--- src/rtl/gpio_edge_pkg.sv ---
package gpio_edge_pkg;
  localparam int unsigned WORD_W = 32;
  localparam int unsigned NUM_BANKS = 7;

  // order must match the bank base list in gpio_addr_dec
  typedef enum logic [2:0] {
    BK_EN   = 3'd0,
    BK_WD   = 3'd1,
    BK_DIR  = 3'd2,
    BK_LVL  = 3'd3,
    BK_MSK  = 3'd4,
    BK_PND  = 3'd5,
    BK_EDG  = 3'd6,
    BK_NONE = 3'd7
  } bank_e;
endpackage

--- src/rtl/gpio_addr_dec.sv ---
module gpio_addr_dec
  import gpio_edge_pkg::*;
#(
  parameter int ADDR_W  = 8,
  parameter int NWORDS  = 2,
  parameter int WIDX_W  = 1,
  parameter int EN_OFS  = 'h00,
  parameter int WD_OFS  = 'h10,
  parameter int DIR_OFS = 'h20,
  parameter int LVL_OFS = 'h30,
  parameter int MSK_OFS = 'h40,
  parameter int PND_OFS = 'h50,
  parameter int EDG_OFS = 'h60
) (
  input  logic [ADDR_W-1:0] addr_i,
  output bank_e             bank_o,
  output logic [WIDX_W-1:0] word_o
);
  localparam int SPAN = 4 * NWORDS;
  localparam int BASES [NUM_BANKS] = '{EN_OFS, WD_OFS, DIR_OFS, LVL_OFS,
                                       MSK_OFS, PND_OFS, EDG_OFS};

  always_comb begin
    bank_o = BK_NONE;
    word_o = '0;
    for (int b = 0; b < NUM_BANKS; b++) begin
      int off;
      off = int'(addr_i) - BASES[b];
      if (off >= 0 && off < SPAN && (off % 4) == 0) begin
        bank_o = bank_e'(3'(b));
        word_o = WIDX_W'(off / 4);
      end
    end
  end
endmodule

--- src/rtl/gpio_bank_reg.sv ---
module gpio_bank_reg #(
  parameter int   NUM_PINS = 40,
  parameter int   WIDX_W   = 1,
  parameter logic RST_BIT  = 1'b0
) (
  input  logic                clk_i,
  input  logic                rst_ni,
  input  logic                wr_i,
  input  logic [WIDX_W-1:0]   word_i,
  input  logic [31:0]         wdata_i,
  output logic [NUM_PINS-1:0] q_o
);
  always_ff @(posedge clk_i or negedge rst_ni) begin
    if (!rst_ni) begin
      q_o <= {NUM_PINS{RST_BIT}};
    end else if (wr_i) begin
      for (int p = 0; p < NUM_PINS; p++) begin
        if (int'(word_i) == p / 32) q_o[p] <= wdata_i[p % 32];
      end
    end
  end
endmodule

--- src/rtl/gpio_sync2.sv ---
module gpio_sync2 #(
  parameter int W = 40
) (
  input  logic         clk_i,
  input  logic         rst_ni,
  input  logic [W-1:0] d_i,
  output logic [W-1:0] q_o
);
  logic [W-1:0] meta_q;

  always_ff @(posedge clk_i or negedge rst_ni) begin
    if (!rst_ni) begin
      meta_q <= '0;
      q_o    <= '0;
    end else begin
      meta_q <= d_i;
      q_o    <= meta_q;
    end
  end
endmodule

--- src/rtl/gpio_edge_det.sv ---
module gpio_edge_det #(
  parameter int NUM_PINS = 40,
  parameter int WIDX_W   = 1
) (
  input  logic                clk_i,
  input  logic                rst_ni,
  input  logic [NUM_PINS-1:0] lvl_i,
  input  logic [NUM_PINS-1:0] rise_sel_i,
  input  logic                clr_wr_i,
  input  logic [WIDX_W-1:0]   clr_word_i,
  input  logic [31:0]         clr_data_i,
  output logic [NUM_PINS-1:0] pend_o
);
  logic [NUM_PINS-1:0] prev_q;
  logic [NUM_PINS-1:0] hit;
  logic [NUM_PINS-1:0] clr;

  assign hit = (rise_sel_i & lvl_i & ~prev_q) | (~rise_sel_i & ~lvl_i & prev_q);

  always_comb begin
    clr = '0;
    for (int p = 0; p < NUM_PINS; p++) begin
      clr[p] = clr_wr_i && (int'(clr_word_i) == p / 32) && !clr_data_i[p % 32];
    end
  end

  always_ff @(posedge clk_i or negedge rst_ni) begin
    if (!rst_ni) begin
      prev_q <= '0;
      pend_o <= '0;
    end else begin
      prev_q <= lvl_i;
      pend_o <= (pend_o & ~clr) | hit;  // new edge beats a same-cycle clear
    end
  end
endmodule

--- src/rtl/gpio_edge_ctrl.sv ---
module gpio_edge_ctrl
  import gpio_edge_pkg::*;
#(
  parameter int NUM_PINS = 40,
  parameter int ADDR_W   = 8,
  parameter int EN_OFS   = 'h00,
  parameter int WD_OFS   = 'h10,
  parameter int DIR_OFS  = 'h20,
  parameter int LVL_OFS  = 'h30,
  parameter int MSK_OFS  = 'h40,
  parameter int PND_OFS  = 'h50,
  parameter int EDG_OFS  = 'h60
) (
  input  logic                clk_i,
  input  logic                rst_ni,
  input  logic                bus_req_i,
  input  logic                bus_we_i,
  input  logic [ADDR_W-1:0]   bus_addr_i,
  input  logic [31:0]         bus_wdata_i,
  output logic [31:0]         bus_rdata_o,
  input  logic [NUM_PINS-1:0] pad_i,
  output logic [NUM_PINS-1:0] pad_o,
  output logic [NUM_PINS-1:0] pad_oe_o,
  output logic                irq_o
);
  localparam int NWORDS = (NUM_PINS + WORD_W - 1) / WORD_W;
  localparam int WIDX_W = (NWORDS > 1) ? $clog2(NWORDS) : 1;
  localparam int PAD_W  = NWORDS * WORD_W;

  bank_e               bank;
  logic [WIDX_W-1:0]   word;
  logic                wr, rd, st_wr;
  logic [NUM_PINS-1:0] en_q, wd_q, dir_q, im_q, et_q, lvl_q, pend_q;
  logic [NUM_PINS-1:0] rd_vec;
  logic [PAD_W-1:0]    rd_pad;
  logic [31:0]         rdata_q;
  logic                irq_q;

  assign wr    = bus_req_i & bus_we_i;
  assign rd    = bus_req_i & ~bus_we_i;
  assign st_wr = wr && (bank == BK_PND);

  gpio_addr_dec #(
    .ADDR_W(ADDR_W), .NWORDS(NWORDS), .WIDX_W(WIDX_W),
    .EN_OFS(EN_OFS), .WD_OFS(WD_OFS), .DIR_OFS(DIR_OFS), .LVL_OFS(LVL_OFS),
    .MSK_OFS(MSK_OFS), .PND_OFS(PND_OFS), .EDG_OFS(EDG_OFS)
  ) u_dec (
    .addr_i(bus_addr_i),
    .bank_o(bank),
    .word_o(word)
  );

  gpio_bank_reg #(.NUM_PINS(NUM_PINS), .WIDX_W(WIDX_W), .RST_BIT(1'b0)) u_en (
    .clk_i, .rst_ni, .wr_i(wr && bank == BK_EN), .word_i(word),
    .wdata_i(bus_wdata_i), .q_o(en_q));

  gpio_bank_reg #(.NUM_PINS(NUM_PINS), .WIDX_W(WIDX_W), .RST_BIT(1'b0)) u_wd (
    .clk_i, .rst_ni, .wr_i(wr && bank == BK_WD), .word_i(word),
    .wdata_i(bus_wdata_i), .q_o(wd_q));

  gpio_bank_reg #(.NUM_PINS(NUM_PINS), .WIDX_W(WIDX_W), .RST_BIT(1'b1)) u_dir (
    .clk_i, .rst_ni, .wr_i(wr && bank == BK_DIR), .word_i(word),
    .wdata_i(bus_wdata_i), .q_o(dir_q));

  gpio_bank_reg #(.NUM_PINS(NUM_PINS), .WIDX_W(WIDX_W), .RST_BIT(1'b1)) u_msk (
    .clk_i, .rst_ni, .wr_i(wr && bank == BK_MSK), .word_i(word),
    .wdata_i(bus_wdata_i), .q_o(im_q));

  gpio_bank_reg #(.NUM_PINS(NUM_PINS), .WIDX_W(WIDX_W), .RST_BIT(1'b0)) u_edg (
    .clk_i, .rst_ni, .wr_i(wr && bank == BK_EDG), .word_i(word),
    .wdata_i(bus_wdata_i), .q_o(et_q));

  gpio_sync2 #(.W(NUM_PINS)) u_sync (
    .clk_i, .rst_ni, .d_i(pad_i), .q_o(lvl_q));

  gpio_edge_det #(.NUM_PINS(NUM_PINS), .WIDX_W(WIDX_W)) u_det (
    .clk_i, .rst_ni,
    .lvl_i(lvl_q), .rise_sel_i(et_q),
    .clr_wr_i(st_wr), .clr_word_i(word), .clr_data_i(bus_wdata_i),
    .pend_o(pend_q));

  always_comb begin
    unique case (bank)
      BK_EN:   rd_vec = en_q;
      BK_WD:   rd_vec = wd_q;
      BK_DIR:  rd_vec = dir_q;
      BK_LVL:  rd_vec = lvl_q;
      BK_MSK:  rd_vec = im_q;
      BK_PND:  rd_vec = pend_q;
      BK_EDG:  rd_vec = et_q;
      default: rd_vec = '0;
    endcase
  end
  assign rd_pad = PAD_W'(rd_vec);

  always_ff @(posedge clk_i or negedge rst_ni) begin
    if (!rst_ni) begin
      rdata_q <= '0;
      irq_q   <= 1'b0;
    end else begin
      if (rd) rdata_q <= rd_pad[int'(word) * WORD_W +: WORD_W];
      irq_q <= |(pend_q & ~im_q);
    end
  end

  assign bus_rdata_o = rdata_q;
  assign irq_o       = irq_q;
  assign pad_o       = wd_q;
  assign pad_oe_o    = en_q & ~dir_q;
endmodule

--- config.mk ---
export PLATFORM = sky130hd
export DESIGN_NAME = gpio_edge_ctrl
export DESIGN_NICKNAME = d
export VERILOG_FILES = /design/src/rtl/gpio_edge_pkg.sv /design/src/rtl/gpio_addr_dec.sv /design/src/rtl/gpio_bank_reg.sv /design/src/rtl/gpio_sync2.sv /design/src/rtl/gpio_edge_det.sv /design/src/rtl/gpio_edge_ctrl.sv
export SDC_FILE = /design/constraint.sdc
export NUM_CORES = 1
export LEC_CHECK = 0
export ABC_CLOCK_PERIOD_IN_PS = 2550
export BUFFER_PORTS_ARGS = -buffer_cell sky130_fd_sc_hd__buf_4
export CAP_MARGIN = 20
export CELL_PAD_IN_SITES_DETAIL_PLACEMENT = 0
export CELL_PAD_IN_SITES_GLOBAL_PLACEMENT = 1
export CORE_MARGIN = 2
export CORE_UTILIZATION = 51
export DETAILED_ROUTE_END_ITERATION = 12
export HOLD_SLACK_MARGIN = 0.02
export PLACE_DENSITY_LB_ADDON = 0.12
export SLEW_MARGIN = 20
export SYNTH_ARGS = -nofsm -noshare
export SYNTH_HDL_FRONTEND = slang
export SYNTH_SLANG_ARGS = --single-unit
--- constraint.sdc ---
create_clock -name clk_i -period 2.55 [get_ports clk_i]
set_clock_uncertainty 0.05 [all_clocks]
set_input_delay 0.1275 -clock clk_i [delete_from_list [all_inputs] [get_ports clk_i]]
set_output_delay 0.1275 -clock clk_i [all_outputs]
set_load 0.005 [all_outputs]
==> impl_results.md, run 1 <==
- Routed wl met3: around 4500 um
- First-pass GRT wire length: between 80000 and 90000 um
- Synth Flop Type: dfrtp_1
- CP Max Fanout: 6
- Pwr/cell area: 578 nW/um^2
- DP Worst Slack: -673 ps
- CTS tree: yes
- Dpl hpwl: between 30000 and 40000 um
- Final Net Count: approximately 2000
- Register area share after synthesis: 57.0%
- Cell internal pwr: between 10 and 15 mW
- Net Count, Synth: 1560
- Hold Crit Class: input pin to async pin
- # setup viols final: 0
- Final period util: ~100%
- Largest net degree at the start of global routing: roughly 80
- # rows: between 60 and 70
- Synthesized instance count: between 1000 and 1500
- Chip Width: between 150 and 200 um
- EDFF count, synth: 0
- Ys Warns: 0
- Unrepaired setup endpoints after global routing: yes
- Worst setup EP type: flip-flop
- FF-to-FF path depth: 5
- Finished Layout Cells: about 2300
- Antenna violations before repair: 0
- P_sw: roughly 3.1 mW
- Placer Congestion: around 0.9
- Maximum VDD drop: around 0.54 mV
- Slew Limit Fails: 0
- # diodes: 0
- GRT Overall Usage: between 30 and 40%
- DRT Pass-1 Iters: 5
- Synth async-reset ratio: 100%
- Flops & latches, synth: 393
- Arrival @ worst endpoint: 2900 ps
- Power Total: 13.5 mW
- Port Buffers: around 200
- Total Wirelength: 56700 um
- DR iter-0 viols: between 1000 and 1500
- Worst R2R Start: u_msk.q_o[8]
- Clock Latency Late Sink: between 500 and 600 ps
- Flop2flop setup slack: 730 ps
- Worst EP required: slightly below 3000 ps
- Layout cell share with drive strength beyond 1: about two fifths
- Die area: 35600 um^2
- Highest Clock Rate: roughly 400 MHz
- Net Sw Frac: 23.2%
- Area grow syn2layout: 34.0%
- H-tree depth: 2
- Placed insts: about 2200
- Top cells by area, synth: dfrtp_1, mux2_2, dfstp_2, nand2_1, o21ai_0
- Post-synthesis instance area: roughly 17000 um^2
- Root buf cell: clkbuf_16
- Overflow after GRT: 0
- Post-synth top area share: around 45%
- Worst-Margin Slew: around 700 ps
- Avg Cell Area, Syn: 11.9 um^2
- Clk pwr share: 46.1%
- R2R Path End: irq_o
- Outcome: complete, no violations
- CTS sink count: 393
- Crit path launch type: input pin
- Worst hold margin: 44.7 ps
- Fill count: roughly 2500
- Power share of the combinational group: between 6 and 7%
- # DRC: 0
- Core area: roughly 34000 um^2
- Met2 Routed Length: around 26000 um
- Slew HR: around 54%
- Crit Path Category: input pin to flip-flop
- Final worst setup slack: between 20 and 25 ps
- Num ports: 197
- Uppermost routed layer: met4
- DR WL/cell: 24.2 um
- Initial Util: around half
- Vias/cell: ~5.9
- Leakage: approximately 11 nW
- Post-synth top area cell: dfrtp_1
- CTS Buffer Depth: 3
- CTS clk-pin slew, worst paths: 60 ps
- Vias in the first global route: around 14000
- DRT met1 WL: around 24000 um
- Detail Route Antenna Nets: 0
- CTS Buf Count: 42
- Die Span Y: around 190 um
- Max cap viols: 0
- Hold Violations, Final: 0
- Via count: roughly 14000
- Library cells used by synthesis: between 70 and 80
- Crit path time final: ~2500 ps
- Sequential share of power: about 48%
synthesized netlist by cell type (3+ instances only):
library cell,n
and2_1,16
nor2_2,4
buf_4,8
a222oi_1,5
ha_1,10
and3_1,9
and4_1,4
o221ai_1,9
nand2_1,143
a22oi_1,19
clkbuf_1,42
nor2b_1,42
o211a_1,9
o21ai_0,89
nor2_4,3
buf_6,10
nor4_1,6
nor3_1,6
a211o_1,13
buf_2,18
mux2_2,194
nand4_1,8
dfrtp_1,313
o211ai_1,45
a31oi_1,3
a2111oi_2,3
a32oi_1,19
nand2b_1,4
nand3_1,33
mux2i_1,21
o22ai_1,20
inv_1,50
a22o_1,7
nor2_1,65
a21oi_1,54
mux2_1,11
dfstp_2,80
a21o_1,20
a221oi_1,5
cell families (layout without fill, tap and decap cells):
family                   Yosys count  count (layout)  share of synthesized area, %
flip-flops                       393             393                          57.0
AND/OR/NAND/NOR                  362             362                          10.4
AO/OA/AOI/OAI                    344             344                          13.8
multiplexers                     226             226                          14.5
buffers and inverters            129             561                          3.51
adder cells (fa/ha/maj)           10              10                         0.718
XOR/XNOR                           2               2                         0.101
layer usage:
metal | vias up | GRT usage (%)
met5 | - | 0
met4 | 0 | 8.47
met3 | 102 | 5.40
met2 | 612 | 49.6
met1 | 7107 | 43.6
li1 | 6090 | -
stage by stage:
step	setup TNS, ps	cell area (um^2)	util (%)
after detailed placement	-137490	20700	61.6
after floorplan	-62990	17700	-
after global placement	-123120	20700	61.6
after global routing	-2000	23300	69.4
final	0	23300	69.4
after CTS	0	22900	68.1
power groups by stage:
stage                     Clock, mW  Sequential, mW  Combinational (mW)
after floorplan                   0            6.52               0.235
after global placement            0            6.55               0.679
after detailed placement          0            6.55               0.688
after CTS                      6.31            6.44               0.783
after global routing           6.54            6.46               0.887
final                          6.22            6.44               0.822
flip-flops by register name, summed over array words and instances, names as in the netlist:
register and count:
bus_rdata_o 32, irq_o 1, u_det.pend_o 40, u_det.prev_q 40, u_dir.q_o 40, u_edg.q_o 40, u_en.q_o 40, u_msk.q_o 40
u_sync.meta_q 40, u_sync.q_o 40, u_wd.q_o 40
worst max path at each step:
stage / start / slack (ps) / end
6_report: bus_addr_i[6] / 20 / bus_rdata_o[26]
5_1_grt: bus_addr_i[6] / -90 / bus_rdata_o[26]
4_1_cts: bus_addr_i[6] / 20 / u_msk.q_o[35]
3_5_place_dp: bus_addr_i[6] / -670 / u_msk.q_o[35]
3_3_place_gp: bus_addr_i[7] / -600 / bus_rdata_o[16]
2_1_floorplan: bus_addr_i[7] / -350 / bus_rdata_o[12]
placed cells by master (no fill, tap or decap), types with 5 or more instances in the layout:
cell,n
o21ai_0,87
inv_1,44
a21oi_1,53
clkbuf_16,48
nand4_1,8
and3_1,7
a22o_1,7
clkinv_2,11
buf_6,10
o211a_1,9
clkbuf_1,9
clkbuf_8,8
nand3_1,31
nor2_1,60
a211o_1,13
buf_12,31
a32oi_1,19
a22oi_1,19
mux2_4,25
mux2i_1,21
nand2_1,141
a221oi_1,5
nor2_4,9
o22ai_1,20
dfstp_2,80
a222oi_1,5
buf_4,310
o221ai_1,9
a2111oi_4,5
mux2_1,7
mux2_2,173
dfrtp_1,313
dlygate4sd3_1,73
buf_8,5
a21o_1,20
and2_1,16
o211ai_1,45
nor4_1,5
nor2b_1,41
layout make-up:
type                    count  area [um^2]  share of cell area [%]
repair buffers            434         3990                    17.1
multi-input cells         944         7250                    31.1
well taps                 448          561                    2.40
flip-flops and latches    393         9930                    42.6
clock inverters            17          181                   0.777
inverters                  50          198                   0.847
clock buffers              60         1220                    5.23
critical path, stage by stage:
cell	delay [ps]
buf_8	110
inv_4	50
ha_4	130
inv_2	40
nand2_2	50
nor2_1	40
a22oi_1	200
nor2_1	70
ha_2	180
or2_4	240
o311a_4	380
or3_4	470
and3_4	210
buf_12	140
a222oi_1	310
o211ai_1	140
timing repair:
item                                   CTS  global route
gates resized for setup                 11            45
setup endpoints to repair               71           253
buffers inserted                         3            13
gates cloned                             0             6
endpoints found under the hold margin  607             0
hold buffers                            73             0
pin swaps                                3            26
No activity file was read; power rests on OpenSTA's default activity.
==> inputs of run 2 (changes only) <==
- CORE_UTILIZATION: 51 -> 53
- SLEW_MARGIN: 20 -> not set
- SYNTH_HIERARCHICAL: not set -> 1
==> impl_results.md, run 2 <==
- Highest Clock Rate: 370 MHz (was 395 MHz)
- Arrival @ worst endpoint: 3070 ps (was 2900 ps)
- First-pass GRT wire length: 80100 um (was 83200 um)
- Leakage: 11.5 nW (was 10.7 nW)
- # setup viols final: 214 (was 0)
- Dpl hpwl: 35300 um (was 37400 um)
- Worst hold margin: 136 ps (was 44.7 ps)
- Hold Crit Class: input pin to async pin (unchanged)
- Post-synthesis adder-cell area fraction: 0.616% (was 0.718%)
- Unrepaired setup endpoints after global routing: yes (unchanged)
- Post-synth top area cell: dfrtp_1 (unchanged)
- Multiplexer share of the synthesized area: 20.4% (was 14.5%)
- Core area: 34300 um^2 (was 33600 um^2)
- Post-DP Area: 21300 um^2 (was 20700 um^2)
- Commonest non-fill, non-tap cell in the layout: dfrtp_1 (unchanged)
- DP Worst Slack: -865 ps (was -673 ps)
- Sequential share of power: 47.3% (was 47.8%)
- H-tree depth: 2 (unchanged)
- Final instance area: 25100 um^2 (was 23300 um^2)
- Placer Congestion: 0.840 (was 0.897)
- CTS Buffer Depth: 3 (unchanged)
- Outcome: finished with violations (was complete, no violations)
- Slew HR: 50.9% (was 54.0%)
- CTS clk-pin slew, worst paths: 60 ps (about the same)
- Final worst setup slack: -152 ps (was 20.1 ps)
- CTS sink count: 393 (unchanged)
- Maximum VDD drop: 0.493 mV (was 0.540 mV)
- Clk pwr share: 42.2% (was 46.1%)
- Initial Util: 53.3% (was 51.8%)
- Synth Flop Type: dfrtp_1 (unchanged)
- Hold Violations, Final: 0 (unchanged)
- Failing checks: negative setup slack
- Overflow after GRT: 0 (unchanged)
- Ys Warns: 6 (was 0)
- Compound-Gate Fraction of Synth Area: 10.0% (was 13.8%)
- Chip Width: 190 um (was 189 um)
- Die Span Y: 190 um (was 189 um)
- Power share of the combinational group: 10.5% (was 6.1%)
- Final period util: 106% (was 99.2%)
- # diodes: 0 (unchanged)
- Most frequent cells in the layout: dfrtp_1, buf_4, mux2_4, dfstp_2, dlygate4sd3_1 (was dfrtp_1, buf_4, mux2_2, nand2_1, o21ai_0)
- DR WL/cell: 25.0 um (was 24.2 um)
- P_sw: 3.42 mW (was 3.12 mW)
- Setup TNS: -17350 ps (was 0 ps)
- Die area: 36000 um^2 (was 35600 um^2)
- Pwr/cell area: 576 nW/um^2 (was 578 nW/um^2)
- Worst setup EP type: flip-flop (unchanged)
- Post-synthesis instance area: 18300 um^2 (was 17400 um^2)
- Flops & latches, synth: 393 (unchanged)
- Net Count, Synth: 1396 (was 1560)
- Antenna violations before repair: 0 (unchanged)
- Post-synth top area share: 42.8% (was 45.0%)
- Final Net Count: 1828 (was 1959)
- Worst EP required: 2910 ps (was 2920 ps)
- Root buf cell: clkbuf_16 (unchanged)
- Top-count cell post-synth: dfrtp_1 (unchanged)
- Detail Route Antenna Nets: 0 (unchanged)
- Layout cell share with drive strength beyond 1: 50.5% (was 40.7%)
- XOR/XNOR Fraction of Synth Area: 0.0479% (was 0.101%)
- Via count: 13300 (was 13900)
- Slew Limit Fails: 0 (unchanged)
- Crit path launch type: input pin (unchanged)
- Cell internal pwr: 11.0 mW (was 10.4 mW)
- Synth async-reset ratio: 100% (unchanged)
- GRT Overall Usage: 29.2% (was 30.9%)
- Max cap viols: 0 (unchanged)
- Synthesized instance count: 1303 (was 1466)
- Crit Path Category: input pin to flip-flop (unchanged)
- Post-synth top cells: dfrtp_1, mux2_4, mux2_2, dfstp_2, nor2b_1 (was dfrtp_1, mux2_2, nand2_1, o21ai_0, dfstp_2)
- Largest family of logic cells by synthesized area: multiplexers (unchanged)
- CP Max Fanout: 8 (was 6)
- EDFF count, synth: 0 (unchanged)
- Register area share after synthesis: 54.3% (was 57.0%)
- Finished Core Util: 73.3% (was 69.4%)
- Crit path time final: 2700 ps (was 2530 ps)
- Avg Cell Area, Syn: 14.0 um^2 (was 11.9 um^2)
- Port Buffers: 196 (unchanged)
- Total Wirelength: 55500 um (was 56700 um)
- DRT Pass-1 Iters: 5 (unchanged)
- # rows: 68 (was 67)
- CTS tree: yes (unchanged)
- Largest net degree at the start of global routing: 75 (was 82)
- Top cells by area, synth: dfrtp_1, mux2_4, dfstp_2, mux2_2, and3b_1 (was dfrtp_1, mux2_2, dfstp_2, nand2_1, o21ai_0)
- Worst-Margin Slew: 735 ps (was 690 ps)
- Library cells used by synthesis: 68 (was 75)
- Net Sw Frac: 23.7% (was 23.2%)
- CTS Buf Count: 42 (unchanged)
- DR iter-0 viols: 924 (was 1194)
- Vias in the first global route: 13300 (was 13700)
- # DRC: 0 (unchanged)
- Clock Latency Late Sink: 540 ps (was 570 ps)
- Post-synthesis simple-gate area fraction: 10.8% (was 10.4%)
- Vias/cell: 5.97 (was 5.93)
- Num ports: 197 (unchanged)
- Area grow syn2layout: 37.4% (was 34.0%)
-- run 2: cell types whose count changed after synthesis, moves of 25 or more --
| cell | before | now |
|---|---|---|
| mux2_2 | 194 | 84 |
| a221oi_1 | 5 | 33 |
| nand3_1 | 33 | 3 |
| nor3b_1 | 0 | 38 |
| a21oi_1 | 54 | 16 |
| a211o_1 | 13 | 38 |
| mux2_4 | 0 | 151 |
| clkbuf_1 | 42 | 15 |
| o21ai_0 | 89 | 12 |
| and3b_1 | 0 | 44 |
| nor2_1 | 65 | 17 |
| or3b_1 | 0 | 32 |
| o211ai_1 | 45 | 10 |
| nand2_1 | 143 | 38 |
-- run 2: timing repair --
| item | CTS | global route |
|---|---|---|
| endpoints found under the hold margin | 350 | 0 |
| gates cloned | 5 | 14 |
| buffers inserted | 25 | 36 |
| pin swaps | 21 | 78 |
| setup endpoints to repair | 247 | 266 |
| hold buffers | 73 | 0 |
| gates resized for setup | 50 | 141 |
-- run 2: final cells by class --
type	count	area, um^2
Sequential cell	393	9930
Fill cell	2268	9160
Multi-Input combinational cell	799	8300
Timing Repair Buffer	462	4790
Clock buffer	64	1260
Tap cell	455	569
Inverter	37	155
Clock inverter	12	120
-- run 2: kinds of logic after synthesis --
family	Yosys count
buffers and inverters	111
flip-flops	393
XOR/XNOR	1
multiplexers	269
AO/OA/AOI/OAI	229
adder cells (fa/ha/maj)	9
AND/OR/NAND/NOR	291
-- run 2: worst max-delay path, cell delays in order --
cell and delay, ps:
buf_8 110, buf_6 130, nor3_4 190, nor4_2 50
a21oi_1 110, nor2_1 60, ha_2 190, buf_6 120
inv_2 40, a21oi_2 60, o311ai_4 310, a21oi_4 100
buf_12 160, and3b_1 270, nor2b_4 170, nor2b_4 230
bufbuf_16 320, mux2_4 310
-- run 2: worst paths after layout --
path	from	to	slack (ps)	cells past startpoint
max	bus_addr_i[5]	u_edg/q_o[8]	-150	18
min in group clk_i	pad_i[6]	u_sync/meta_q[6]	180	2
min	rst_ni	bus_rdata_o[14]	140	2
min reg2reg	u_sync/meta_q[28]	u_sync/q_o[28]	300	0
max reg2reg	u_msk/q_o[11]	irq_o	770	4
max in group asynchronous	rst_ni	u_dir/q_o[0]	1470	3
-- run 2: stage by stage --
step / instances / power, mW
after floorplan: 1303 / 7.54
after global placement: 1999 / 8.15
after detailed placement: 1999 / 8.19
after CTS: 2178 / 14.4
after global routing: 2222 / 15.0
final: 2222 / 14.5
-- run 2: layer usage --
metal	track usage [%]	wire [um]	part of all wire, %
met1	41.1	24000	43
met4	8.83	1590	2.9
met5	0	0	0
met2	46.6	26500	48
met3	5.17	3320	6.0
-- run 2: power groups by stage --
| stage | clock network, mW | logic, mW | registers, mW |
|---|---|---|---|
| global route | 6.44 | 1.63 | 6.88 |
| global placement | 0 | 1.23 | 6.92 |
| CTS | 6.17 | 1.40 | 6.83 |
| finish | 6.10 | 1.52 | 6.84 |
| detailed placement | 0 | 1.26 | 6.93 |
| floorplan | 0 | 0.712 | 6.83 |
==> inputs of run 3 (changes only) <==
==> constraint.sdc (replaced) <==
create_clock -name clk_i -period 2.55 [get_ports clk_i]
set_clock_uncertainty 0.05 [all_clocks]
set_input_delay 0.6375 -clock clk_i [delete_from_list [all_inputs] [get_ports clk_i]]
set_output_delay 0.6375 -clock clk_i [all_outputs]
set_load 0.005 [all_outputs]
==> impl_results.md, run 3 (synthesis gave the netlist of run 2 again) <==
- Worst R2R Start: u_msk/q_o[11] (unchanged)
- Chip Width: 190 um (unchanged)
- Final worst setup slack: -711 ps (was -152 ps)
- # rows: 68 (unchanged)
- Worst setup EP type: flip-flop (unchanged)
- DRT Pass-1 Iters: 5 (unchanged)
- Power share of the combinational group: 10.2% (was 10.5%)
- DR WL/cell: 26.8 um (was 25.0 um)
- Crit path top cell by count: buf_6
- # DRC: 0 (unchanged)
- Arrival @ worst endpoint: 3630 ps (was 3070 ps)
- First-pass GRT wire length: 87000 um (was 80100 um)
- Num ports: 197 (unchanged)
- Post-DP Area: 21300 um^2 (unchanged)
- Final period util: 128% (was 106%)
- Worst Hold Launch: pad_i[32]
- Layout cell share with drive strength beyond 1: 55.0% (was 50.5%)
- Total Wirelength: 58900 um (was 55500 um)
- Die Span Y: 190 um (unchanged)
- CTS clk-pin slew, worst paths: 60 ps (about the same)
- Sequential share of power: 45.4% (was 47.3%)
- Worst-Margin Slew: 574 ps (was 735 ps)
- Failing checks: negative setup slack (unchanged)
- Cell internal pwr: 11.6 mW (was 11.0 mW)
- Hold Violations, Final: 0 (unchanged)
- Maximum VDD drop: 0.496 mV (was 0.493 mV)
- Hold Crit Class: input pin to flip-flop (was input pin to async pin)
- Slew Limit Fails: 0 (unchanged)
- Area grow syn2layout: 39.0% (was 37.4%)
- Root buf cell: clkbuf_16 (unchanged)
- Detail Route Antenna Nets: 0 (unchanged)
- Vias/cell: 6.14 (was 5.97)
- Final Net Count: 1804 (was 1828)
- Finished Layout Cells: 2198 (was 2222)
- H-tree depth: 2 (unchanged)
- Antenna violations before repair: 1 (was 0)
- Slowest CP cell: mux2_4 (was bufbuf_16)
- DR iter-0 viols: 1124 (was 924)
- Final instance area: 25400 um^2 (was 25100 um^2)
- Core area: 34300 um^2 (unchanged)
- Port Buffers: 196 (unchanged)
- GRT Overall Usage: 32.1% (was 29.2%)
- Clock Latency Late Sink: 540 ps (about the same)
- Outcome: finished with violations (unchanged)
- Net Sw Frac: 23.3% (was 23.7%)
- CTS Buffer Depth: 3 (unchanged)
- Slew HR: 61.4% (was 50.9%)
- CTS sink count: 393 (unchanged)
- Leakage: 11.7 nW (was 11.5 nW)
- # setup viols final: 272 (was 214)
- Vias in the first global route: 13900 (was 13300)
- Crit path from: bus_addr_i[5] (unchanged)
- Clk pwr share: 44.4% (was 42.2%)
- CTS tree: yes (unchanged)
- Via count: 13500 (was 13300)
- # diodes: 0 (unchanged)
- Die area: 36000 um^2 (unchanged)
- Worst hold margin: 149 ps (was 136 ps)
- Largest net degree at the start of global routing: 68 (was 75)
- P_sw: 3.53 mW (was 3.42 mW)
- CP Max Fanout: 6 (was 8)
- Crit Path Category: input pin to flip-flop (unchanged)
- Max cap viols: 0 (unchanged)
- Commonest non-fill, non-tap cell in the layout: dfrtp_1 (unchanged)
- Pwr/cell area: 595 nW/um^2 (was 576 nW/um^2)
- Power Total: 15.1 mW (was 14.5 mW)
- Most frequent cells in the layout: dfrtp_1, buf_4, mux2_4, dfstp_2, buf_12 (was dfrtp_1, buf_4, mux2_4, dfstp_2, dlygate4sd3_1)
- Placed insts: 2009 (was 1999)
- Worst EP required: 2920 ps (was 2910 ps)
- Initial Util: 53.3% (unchanged)
- CP Cell Sequence: buf_8 -> o21a_1 -> nor4_2 -> a21oi_1 -> nor2_1 -> ha_2 -> nor2_4 -> buf_6 -> a21oi_4 -> nand4b_1 -> buf_6 -> buf_16 -> nor4_4 -> nor2b_4 -> buf_12 -> buf_6 -> buf_12 -> mux2_4 (was buf_8 -> buf_6 -> nor3_4 -> nor4_2 -> a21oi_1 -> nor2_1 -> ha_2 -> buf_6 -> inv_2 -> a21oi_2 -> o311ai_4 -> a21oi_4 -> buf_12 -> and3b_1 -> nor2b_4 -> nor2b_4 -> bufbuf_16 -> mux2_4)
- Overflow after GRT: 0 (unchanged)
- Unrepaired setup endpoints after global routing: yes (unchanged)
- CTS Buf Count: 43 (was 42)
- Crit path time final: 3260 ps (was 2700 ps)
- Crit path launch type: input pin (unchanged)
- Highest Clock Rate: 307 MHz (was 370 MHz)
- Slowest stage delay, CP: 300 ps (was 320 ps)
- Placer Congestion: 0.861 (was 0.840)
- Dpl hpwl: 35400 um (was 35300 um)
[run 3: changes by cell type in the layout (fill, tap and decap cells not counted), sizes merged, moves of 2 or more]
cell         previous run  this run
buf                   374       429
bufinv                  2         8
inv                    37        39
dlygate4sd3            73         1
clkbuf                 78        64
[run 3: timing repair]
action	4_1_cts	5_1_grt
hold endpoints to repair	30	0
hold buffers	1	0
resized for setup	237	82
endpoints found under the setup margin	272	272
cloned	27	5
setup buffers	65	40
pin swaps	93	62
[run 3: worst paths after layout]
kind | to | slack, ps | cells past startpoint
max | u_en/q_o[23] | -710 | 18
min | u_sync/meta_q[32] | 150 | 1
max reg2reg | irq_o | 610 | 4
min reg2reg | u_sync/q_o[37] | 300 | 0
max in group asynchronous | u_dir/q_o[38] | 1070 | 3
min in group asynchronous | bus_rdata_o[14] | 560 | 2
[run 3: layout make-up]
class / instances / area [um^2]
Clock buffer: 59 / 1230
Clock inverter: 18 / 303
Fill cell: 2177 / 8870
Multi-Input combinational cell: 801 / 8500
Sequential cell: 393 / 9930
Inverter: 37 / 154
Tap cell: 455 / 569
Timing Repair Buffer: 435 / 4730
[run 3: power groups by stage]
stage	logic (mW)	clock network (mW)	registers [mW]
floorplan	0.712	0	6.83
global placement	1.23	0	6.92
finish	1.54	6.72	6.86
global route	1.63	7.05	6.89
detailed placement	1.26	0	6.93
CTS	1.45	6.78	6.84
[run 3: critical path: cells and delay by family]
| family | cells | cell delay, ps |
|---|---|---|
| simple gates | 6 | 1070 |
| buf+inv | 7 | 950 |
| compound gates | 3 | 420 |
| mux | 1 | 300 |
| fa+ha+maj | 1 | 240 |
[run 3: per-stage QoR]
| stage | util, % | setup WS, ps | setup TNS, ps |
|---|---|---|---|
| final | 74.1 | -711 | -153600 |
| after global routing | 74.1 | -780 | -172460 |
| after CTS | 73.2 | -636 | -136160 |
| after detailed placement | 62.1 | -1390 | -324880 |
| after global placement | 62.1 | -1380 | -311940 |
| after floorplan | - | -1060 | -246740 |
[run 3: routing by layer]
layer,GRT usage [%],vias to the layer above,share of wire [%]
li1,-,5700,-
met1,44.9,6989,42
met2,50.3,664,47
met3,5.92,151,7.7
met4,12.3,0,3.9
met5,0,-,0
